## src/rtl/gpio_port_pkg.sv

```systemverilog
package gpio_port_pkg;

    localparam int PINS   = 16;
    localparam int ADDR_W = 3;
    localparam int SYNC_STAGES = 2;

    typedef logic [PINS-1:0] pinvec_t;

    typedef enum logic [ADDR_W-1:0] {
        OFF_ROUTE = 3'd0,
        OFF_DIR   = 3'd1,
        OFF_QUAL  = 3'd2,
        OFF_RSVD  = 3'd3,
        OFF_DATA  = 3'd4,
        OFF_SET   = 3'd5,
        OFF_CLR   = 3'd6,
        OFF_TGL   = 3'd7
    } reg_off_e;

    typedef struct packed {
        pinvec_t route;  // 1 = peripheral owns pin
        pinvec_t dir;    // 1 = output
        pinvec_t qual;   // qualification setting, stored only
    } port_cfg_t;

    typedef struct packed {
        logic    load;
        pinvec_t load_val;
        pinvec_t set_m;
        pinvec_t clr_m;
        pinvec_t tgl_m;
    } latch_cmd_t;

    // Priority: clear over set over toggle over word load.
    function automatic pinvec_t next_latch(pinvec_t cur, latch_cmd_t c);
        pinvec_t v;
        v = c.load ? c.load_val : cur;
        v = v ^ c.tgl_m;
        v = v | c.set_m;
        v = v & ~c.clr_m;
        return v;
    endfunction

    function automatic latch_cmd_t decode_latch(logic we, reg_off_e off, pinvec_t d);
        latch_cmd_t c;
        c          = '0;
        c.load     = we && (off == OFF_DATA);
        c.load_val = d;
        if (we && off == OFF_SET) c.set_m = d;
        if (we && off == OFF_CLR) c.clr_m = d;
        if (we && off == OFF_TGL) c.tgl_m = d;
        return c;
    endfunction

endpackage

```

## src/rtl/gpio_cfg_bank.sv

```systemverilog
module gpio_cfg_bank
    import gpio_port_pkg::*;
(
    input  logic      clk,
    input  logic      rst,
    input  logic      prot_en,
    input  logic      wr_en,
    input  reg_off_e  wr_off,
    input  pinvec_t   wr_data,
    output port_cfg_t cfg
);

    logic open_wr;
    assign open_wr = wr_en && prot_en;

    always_ff @(posedge clk) begin
        if (rst) begin
            cfg <= '0;
        end else if (open_wr) begin
            case (wr_off)
                OFF_ROUTE: cfg.route <= wr_data;
                OFF_DIR:   cfg.dir   <= wr_data;
                OFF_QUAL:  cfg.qual  <= wr_data;
                default: ;
            endcase
        end
    end

    // locked bank never changes
    p_locked_cfg_r4: assert property (@(posedge clk) disable iff (rst)
        !prot_en |=> $stable(cfg))
        else $error("protected configuration changed while locked");

    // reserved offset write leaves the bank alone
    p_rsvd_nowrite_r9: assert property (@(posedge clk) disable iff (rst)
        (wr_en && wr_off == OFF_RSVD) |=> $stable(cfg))
        else $error("reserved offset write altered configuration");

endmodule

```

## src/rtl/gpio_out_latch.sv

```systemverilog
module gpio_out_latch
    import gpio_port_pkg::*;
(
    input  logic       clk,
    input  logic       rst,
    input  latch_cmd_t cmd,
    output pinvec_t    latch_q
);

    always_ff @(posedge clk) begin
        if (rst) latch_q <= '0;
        else     latch_q <= next_latch(latch_q, cmd);
    end

    // set bits end high unless also cleared
    p_set_hi_r6: assert property (@(posedge clk) disable iff (rst)
        (cmd.set_m != '0) |=> ((latch_q & ($past(cmd.set_m) & ~$past(cmd.clr_m)))
                               == ($past(cmd.set_m) & ~$past(cmd.clr_m))))
        else $error("set strobe did not raise latch bits");

    // cleared bits always end low (clear has top priority)
    p_clr_lo_r7: assert property (@(posedge clk) disable iff (rst)
        (cmd.clr_m != '0) |=> ((latch_q & $past(cmd.clr_m)) == '0))
        else $error("clear strobe did not lower latch bits");

    // toggle alone inverts exactly the masked bits
    p_tgl_flip_r8: assert property (@(posedge clk) disable iff (rst)
        (!cmd.load && cmd.set_m == '0 && cmd.clr_m == '0 && cmd.tgl_m != '0)
        |=> (latch_q == ($past(latch_q) ^ $past(cmd.tgl_m))))
        else $error("toggle strobe result wrong");

    // no command, no change
    p_idle_hold_r8: assert property (@(posedge clk) disable iff (rst)
        (cmd == '0) |=> $stable(latch_q))
        else $error("latch moved without a command");

endmodule

```

## src/rtl/gpio_in_sync.sv

```systemverilog
module gpio_in_sync
    import gpio_port_pkg::*;
#(
    parameter int STAGES = SYNC_STAGES
)(
    input  logic    clk,
    input  logic    rst,
    input  pinvec_t din,
    output pinvec_t dout
);

    pinvec_t chain [STAGES];

    always_ff @(posedge clk) begin
        if (rst) begin
            for (int k = 0; k < STAGES; k++) chain[k] <= '0;
        end else begin
            chain[0] <= din;
            for (int k = 1; k < STAGES; k++) chain[k] <= chain[k-1];
        end
    end

    assign dout = chain[STAGES-1];

endmodule

```

## src/rtl/gpio_pin_mux.sv

```systemverilog
module gpio_pin_mux
    import gpio_port_pkg::*;
(
    input  port_cfg_t cfg,
    input  pinvec_t   latch_q,
    input  pinvec_t   sync_in,
    input  pinvec_t   per_out,
    input  pinvec_t   per_oe,
    output pinvec_t   pin_out,
    output pinvec_t   pin_oe,
    output pinvec_t   per_in,
    output pinvec_t   sw_view
);

    for (genvar i = 0; i < PINS; i++) begin : g_pin
        always_comb begin
            if (cfg.route[i]) begin
                pin_out[i] = per_out[i];
                pin_oe[i]  = per_oe[i];
                per_in[i]  = sync_in[i];
            end else begin
                pin_out[i] = latch_q[i];
                pin_oe[i]  = cfg.dir[i];
                per_in[i]  = 1'b0;
            end
            sw_view[i] = cfg.dir[i] ? latch_q[i] : sync_in[i];
        end
    end

endmodule

```

## src/rtl/gpio_port_ctrl.sv

```systemverilog
module gpio_port_ctrl
    import gpio_port_pkg::*;
(
    input  logic                clk,
    input  logic                rst,
    input  logic                prot_en,
    input  logic [ADDR_W-1:0]   bus_addr,
    input  logic                bus_we,
    input  logic [PINS-1:0]     bus_wdata,
    output logic [PINS-1:0]     bus_rdata,
    output logic [PINS-1:0]     pin_out,
    output logic [PINS-1:0]     pin_oe,
    input  logic [PINS-1:0]     pin_in,
    input  logic [PINS-1:0]     per_out,
    input  logic [PINS-1:0]     per_oe,
    output logic [PINS-1:0]     per_in
);

    reg_off_e   off;
    port_cfg_t  cfg;
    latch_cmd_t cmd;
    pinvec_t    latch_q;
    pinvec_t    sync_in;
    pinvec_t    sw_view;

    assign off = reg_off_e'(bus_addr);
    assign cmd = decode_latch(bus_we, off, bus_wdata);

    gpio_cfg_bank u_cfg (
        .clk     (clk),
        .rst     (rst),
        .prot_en (prot_en),
        .wr_en   (bus_we),
        .wr_off  (off),
        .wr_data (bus_wdata),
        .cfg     (cfg)
    );

    gpio_out_latch u_latch (
        .clk     (clk),
        .rst     (rst),
        .cmd     (cmd),
        .latch_q (latch_q)
    );

    gpio_in_sync #(.STAGES(SYNC_STAGES)) u_sync (
        .clk  (clk),
        .rst  (rst),
        .din  (pin_in),
        .dout (sync_in)
    );

    gpio_pin_mux u_mux (
        .cfg     (cfg),
        .latch_q (latch_q),
        .sync_in (sync_in),
        .per_out (per_out),
        .per_oe  (per_oe),
        .pin_out (pin_out),
        .pin_oe  (pin_oe),
        .per_in  (per_in),
        .sw_view (sw_view)
    );

    always_comb begin
        case (off)
            OFF_ROUTE: bus_rdata = cfg.route;
            OFF_DIR:   bus_rdata = cfg.dir;
            OFF_QUAL:  bus_rdata = cfg.qual;
            OFF_DATA:  bus_rdata = sw_view;
            default:   bus_rdata = '0;
        endcase
    end

    // peripheral input only reaches routed pins
    p_per_in_mask_r2: assert property (@(posedge clk) disable iff (rst)
        (per_in & ~cfg.route) == '0)
        else $error("per_in active on a software-owned pin");

    // software input pins never drive
    p_in_hiz_r3: assert property (@(posedge clk) disable iff (rst)
        (pin_oe & ~cfg.route & ~cfg.dir) == '0)
        else $error("input pin is driving");

    // first cycle after reset leaves all pads undriven
    p_reset_quiet_r1: assert property (@(posedge clk)
        rst |=> (pin_oe == '0 && per_in == '0))
        else $error("pads driven right after reset");

endmodule

```

## config.mk

```make
export PLATFORM = sky130hd
export DESIGN_NAME = gpio_port_ctrl
export DESIGN_NICKNAME = d
export VERILOG_FILES = /design/src/rtl/gpio_port_pkg.sv /design/src/rtl/gpio_cfg_bank.sv /design/src/rtl/gpio_out_latch.sv /design/src/rtl/gpio_in_sync.sv /design/src/rtl/gpio_pin_mux.sv /design/src/rtl/gpio_port_ctrl.sv
export SDC_FILE = /design/constraint.sdc
export NUM_CORES = 1
export LEC_CHECK = 0
export BUFFER_PORTS_ARGS = -buffer_cell sky130_fd_sc_hd__buf_2
export CAP_MARGIN = 0
export CORE_AREA = 2 2 96 98
export DETAILED_ROUTE_END_ITERATION = 8
export DIE_AREA = 0 0 98 100
export PLACE_DENSITY = 0.89
export SLEW_MARGIN = 20
export SYNTH_ARGS = -nofsm -noshare
export SYNTH_HDL_FRONTEND = slang
export SYNTH_SLANG_ARGS = --single-unit
export TNS_END_PERCENT = 50
```

## constraint.sdc

```tcl
create_clock -name clk -period 1.7 [get_ports clk]
set_input_delay 0.17 -clock clk [delete_from_list [all_inputs] [get_ports clk]]
set_output_delay 0.17 -clock clk [all_outputs]
set_load 0.02 [all_outputs]
```

==> flow_summary_export.csv, run 1 <==
group,metric,value,unit
setup_path,rrSetupSlack,810,ps
global_routing,grt_util_all_layers,24.9,%
global_routing,grt_pass1_wl,19600,um
global_routing,antenna_found_initial,0,
logic_synthesis,ys_seq_area_share,39.4,%
layout,drive_gt1_share,36.0,%
logic_synthesis,post_synth_main_area_contributors,"dfxtp_1 (39%), mux2i_1 (13%), mux2_2 (11%)",
cts,cts_tree,"yes",
logic_synthesis,yosysUniqueCellTypes,33,
floorplan,start_util,54.8,%
min_path,hp-start,"pin_in[12]",
logic_synthesis,syn_area_per_cell,9.76,um2
layout,finish.utilization,66.6,%
sta,finalHoldViolCount,0,
global_routing,grt_pass1_vias,4079,
layout,diodes,0,
cts,ctsHtreeMaxLevel,3,
sta,slew_viol_final,0,
cts,worstSkewPairLatency,360,ps
run,maxCapViolCount,0,
floorplan,io_pins,135,
logic_synthesis,synth_nets,570,
route,routed_via_density,5.73,
placed_design,place_congestion,0.802,
global_routing,grt_max_degree,113,
status,status,"finished, final reports clean",
floorplan,die_y,100,um
cts,numCtsBuffers,9,
logic_synthesis,yosysTopAreaCell,"dfxtp_1",
sta,slew_headroom,57.2,%
route,num_vias,4244,
min_path,min_path_cells,2,
cts,root_buffer,"clkbuf_8",
setup_path,r2r_start,"u_latch.latch_q[7]",
setup_path,critPathCaptureType,"primary output",
route,ant_nets,0,
global_routing,overflow,0,
layout,area_delta_synth_final,21.5,%
logic_synthesis,yosys.area.top_type_share,39.4,%
sta,tns,0,ps
power_and_ir_drop,vdd_drop_max,0.443,mV
global_routing,grt_use_met2,42.3,%
sta,setup_violations,0,
layout,mostFrequentLayoutCell,"buf_2",
setup_path,r2r_end,"u_latch.latch_q[7]",
sta,worstMarginPinSlew,640,ps
global_routing,use_met1,31.0,%
min_path,min_path_type,"in2reg",
layout,n_fill_cell,693,
floorplan,rows,35,
min_path,min_to,"u_sync.chain[0][12]",
setup_path,cp-start-kind,"flip-flop",
logic_synthesis,synth_edf_count,0,
cts,cts_buffer_depth,2,
route,wire_per_inst,17.2,um
cts,cts_setup_buffers,0,
sta,fin_skew,4.31,ps
route,drt_iter0_markers,264,
cts,clk_pin_slew,100,ps
power_and_ir_drop,power_per_cell_area,766,nW/um2
sta,rsz0062_at_grt,"no",
logic_synthesis,syn_area,4870,um2
setup_path,r2r_cells,3,
global_routing,grt_most_used_layer,"met2",
setup_path,critPathMaxFanout,4,
cts,clkSinkCount,96,
floorplan,dieArea,9800,um2
route,drc_errors,0,
setup_path,worstPathRequired,1530,ps
sta,finalCritPeriodShare,98.5,%
sta,fin_crit,1670,ps
logic_synthesis,syn_inst,499,
power_and_ir_drop,leakage,2.73,nW
layout,final_net_count,696,
floorplan,coreArea,8890,um2
placed_design,portBuffers,134,
route,drtPass1Iterations,5,
setup_path,cp.arrival,1500,ps
sta,whs,3.77,ps
logic_synthesis,ys_ff_latch,96,
route,wirelength,12800,um
sta,fmax,0.597,GHz
placed_design,hpwl,8830,um
setup_path,critPathKind,"reg2out",
floorplan,die_w,98,um
logic_synthesis,yosysWarnings,0,
logic_synthesis,ys.flop_type,"dfxtp_1",
logic_synthesis,ys_async_sr_fraction,0,%
layout,final_cell_mix,"buf_2 (133), dfxtp_1 (89), nand2b_1 (64)",
global_routing,gr-usage-met3,4.25,%
-- worst max-delay path by stage --
stage	to	start	cells after the start	slack, ps
CTS	bus_rdata[13]	u_cfg.cfg[29]	4	20
floorplan	bus_rdata[0]	bus_addr[1]	6	220
finish	bus_rdata[7]	u_cfg.cfg[23]	4	30
global placement	bus_rdata[5]	bus_addr[1]	6	240
detailed placement	bus_rdata[9]	bus_addr[1]	6	150
global route	bus_rdata[9]	u_cfg.cfg[41]	4	4
-- cells by family after synthesis --
kind of cell	Yosys count	share of synthesized area, %
AO/OA/AOI/OAI	66	9.37
flip-flops	96	39.4
buffers and inverters	37	3.65
multiplexers	109	23.6
AND/OR/NAND/NOR	191	24.0
-- layer usage --
layer  vias to the layer above  wire length, um
met5                         -                0
met1                      2049             5390
met4                         0              380
met2                       166             6250
li1                       1993                -
met3                        36              762
-- worst max-delay path: stages (launching register included) --
cell and delay (ps):
dfxtp_1 420, mux2_2 360, nand3_1 80, o21ai_0 100, buf_2 170
-- final cells by class --
cell class                      instances  area, um2  area share, %
Multi-Input combinational cell        366       2790           47.1
Sequential cell                        96       1930           32.6
Timing Repair Buffer                  151        853           14.4
Clock buffer                           12        155           2.62
Tap cell                              111        139           2.35
Clock inverter                          4       51.3          0.867
Inverter                                1       3.75         0.0634
-- Yosys cell counts, types with 2 or more instances --
library cell   n
dfxtp_1       96
nand2b_1      64
mux2i_1       63
nor2b_1       51
mux2_2        46
clkbuf_1      21
a31oi_1       17
and2_1        17
nand2_1       17
nand3b_1      16
o211ai_1      16
nand3_1       15
a2bb2oi_1     14
o21ai_0       14
buf_2          9
buf_4          3
nor2_1         3
buf_6          2
-- timing repair --
action,in CTS,in global routing
gates resized for setup,1,8
endpoints found under the setup margin,1,5
hold endpoints to repair,1,0
hold buffers,1,0
-- where the power goes --
part           switching (mW)  internal [mW]  total [mW]  leakage [nW]
clock                   0.796          0.765        1.56         0.103
sequential             0.0595           2.32        2.38         0.787
combinational           0.315          0.281       0.596          1.84
-- sequential cells by signal, indices dropped and copies added (netlist names) --
signal,count
u_latch.latch_q,16
u_cfg.cfg,48
u_sync.chain,32
-- per-stage QoR --
| step | total power, mW | setup WS (ps) | instance area [um2] | instances |
|---|---|---|---|---|
| 2_1_floorplan | 2.78 | 220 | 4870 | 499 |
| 3_3_place_gp | 2.99 | 241 | 5690 | 724 |
| 3_5_place_dp | 3.02 | 145 | 5690 | 724 |
| 4_1_cts | 4.54 | 19.6 | 5900 | 741 |
| 5_1_grt | 4.70 | 4.04 | 5920 | 741 |
| 6_report | 4.54 | 25.2 | 5920 | 741 |
Note: power is estimated with default switching activity, not from simulation.
==> run 2: changes to the inputs <==
==> constraint.sdc (replaced) <==
create_clock -name clk -period 2 [get_ports clk]
set_input_delay 0.2 -clock clk [delete_from_list [all_inputs] [get_ports clk]]
set_output_delay 0.2 -clock clk [all_outputs]
set_load 0.01 [all_outputs]
==> run 2 against run 1 <==
Against the previous run: design area is 2.2% lower; sequential power shrank 15%; non-clock buffer count decreased by 5; wire length shrank 5.2%; final cell count decreased by 0.67%; clock-buffer cell count down 2; power decreased by 20%; hold slack better by 39 ps.
==> flow_summary_export.csv, run 2 (synthesis results as in run 1) <==
group,metric,value,unit
route,wire_per_inst,16.5,um
setup_path,r2r_cells,3,
cts,cts_buffer_depth,2,
layout,final_cell_mix,"buf_2 (134), dfxtp_1 (96), nand2b_1 (64)",
sta,finalCritPeriodShare,85.7,%
placed_design,place_congestion,0.813,
layout,largest_reg_flops,48,
layout,reg_top3,"u_cfg.cfg: 48 flops, u_sync.chain: 32 flops, u_latch.latch_q: 16 flops",
power_and_ir_drop,power_per_cell_area,626,nW/um2
cts,cts_setup_buffers,0,
layout,diodes,0,
setup_path,cp.arrival,1510,ps
layout,mostFrequentLayoutCell,"buf_2",
min_path,min_path_type,"in2reg",
run,maxCapViolCount,0,
power_and_ir_drop,vdd_drop_max,0.350,mV
sta,setup_slack,285,ps
min_path,min_path_cells,2,
global_routing,grt_util_all_layers,24.0,%
placed_design,dp_cells,720,
status,status,"finished, final reports clean",
sta,tns,0,ps
placed_design,hpwl,8480,um
cts,root_buffer,"clkbuf_8",
sta,finalHoldViolCount,0,
layout,largest_register,"u_cfg.cfg",
layout,n_fill_cell,700,
floorplan,coreArea,8890,um2
route,wirelength,12100,um
global_routing,overflow,0,
power_and_ir_drop,power,3.63,mW
power_and_ir_drop,leakage,2.68,nW
cts,ctsHtreeMaxLevel,3,
floorplan,die_y,100,um
placed_design,portBuffers,134,
floorplan,io_pins,135,
route,drt_iter0_markers,343,
sta,rsz0062_at_grt,"no",
sta,fmax,0.583,GHz
floorplan,start_util,54.8,%
cts,cts_hold_buffers,0,
floorplan,rows,35,
sta,slew_viol_final,0,
setup_path,critPathCaptureType,"primary output",
floorplan,die_w,98,um
setup_path,critPathMaxFanout,4,
placed_design,place_ws,362,ps
setup_path,worstPathRequired,1800,ps
sta,whs,43.2,ps
setup_path,critPathKind,"reg2out",
route,drc_errors,0,
sta,fin_skew,1.44,ps
layout,final_cells,736,
global_routing,grt_pass1_wl,19200,um
sta,worstMarginPinSlew,640,ps
route,routed_via_density,5.68,
sta,slew_headroom,57.2,%
route,num_vias,4183,
layout,stdcell_area,5790,um2
route,drtPass1Iterations,5,
cts,numCtsBuffers,9,
global_routing,grt_max_degree,113,
sta,fin_crit,1710,ps
floorplan,dieArea,9800,um2
global_routing,antenna_found_initial,0,
cts,cts_tree,"yes",
layout,drive_gt1_share,34.4,%
cts,post_cts_resized,0,
cts,clkSinkCount,96,
layout,finish.utilization,65.1,%
setup_path,cp-start-kind,"flip-flop",
layout,final_net_count,691,
global_routing,grt_pass1_vias,3900,
layout,area_delta_synth_final,18.8,%
route,ant_nets,0,
placed_design,place_area,5620,um2
cts,worstSkewPairLatency,360,ps
sta,setup_violations,0,
cts,clk_pin_slew,100,ps
run 2: cell types whose count changed in the layout (fill, tap and decap cells not counted), moves of 2 or more:
cell,delta
buf_12,-3
buf_4,-2
clkbuf_8,-2
dfxtp_1,+7
dfxtp_2,-7
run 2: path summary, 6_finish.rpt:
path	start	to	slack [ps]
setup / recovery	u_cfg.cfg[20]	bus_rdata[4]	290
hold / removal	pin_in[1]	u_sync.chain[0][1]	40
setup reg to reg	u_latch.latch_q[11]	u_latch.latch_q[11]	1100
hold reg to reg	u_sync.chain[0][3]	u_sync.chain[0][19]	450
run 2: report_power, final:
group | switching (mW) | internal, mW
combinational | 0.231 | 0.225
clock | 0.686 | 0.460
sequential | 0.0517 | 1.97
run 2: critical path: stages (launching register included):
cell	delay (ps)
dfxtp_1	420
mux2_2	360
nand3_1	80
o21ai_0	120
buf_2	170
run 2: metal layers:
layer | vias up | share of wire [%] | GRT usage, %
li1 | 1988 | - | -
met2 | 179 | 49 | 40.9
met5 | - | 0 | 0
met1 | 1980 | 42 | 30.2
met3 | 36 | 6.1 | 4.11
met4 | 0 | 3.0 | 10.0
run 2: layout make-up:
cell class / instances / area (um2) / share of cell area (%)
Multi-Input combinational cell: 366 / 2780 / 48.0
Sequential cell: 96 / 1920 / 33.2
Timing Repair Buffer: 146 / 773 / 13.4
Tap cell: 111 / 139 / 2.40
Clock buffer: 10 / 128 / 2.20
Clock inverter: 6 / 43.8 / 0.756
Inverter: 1 / 3.75 / 0.0648
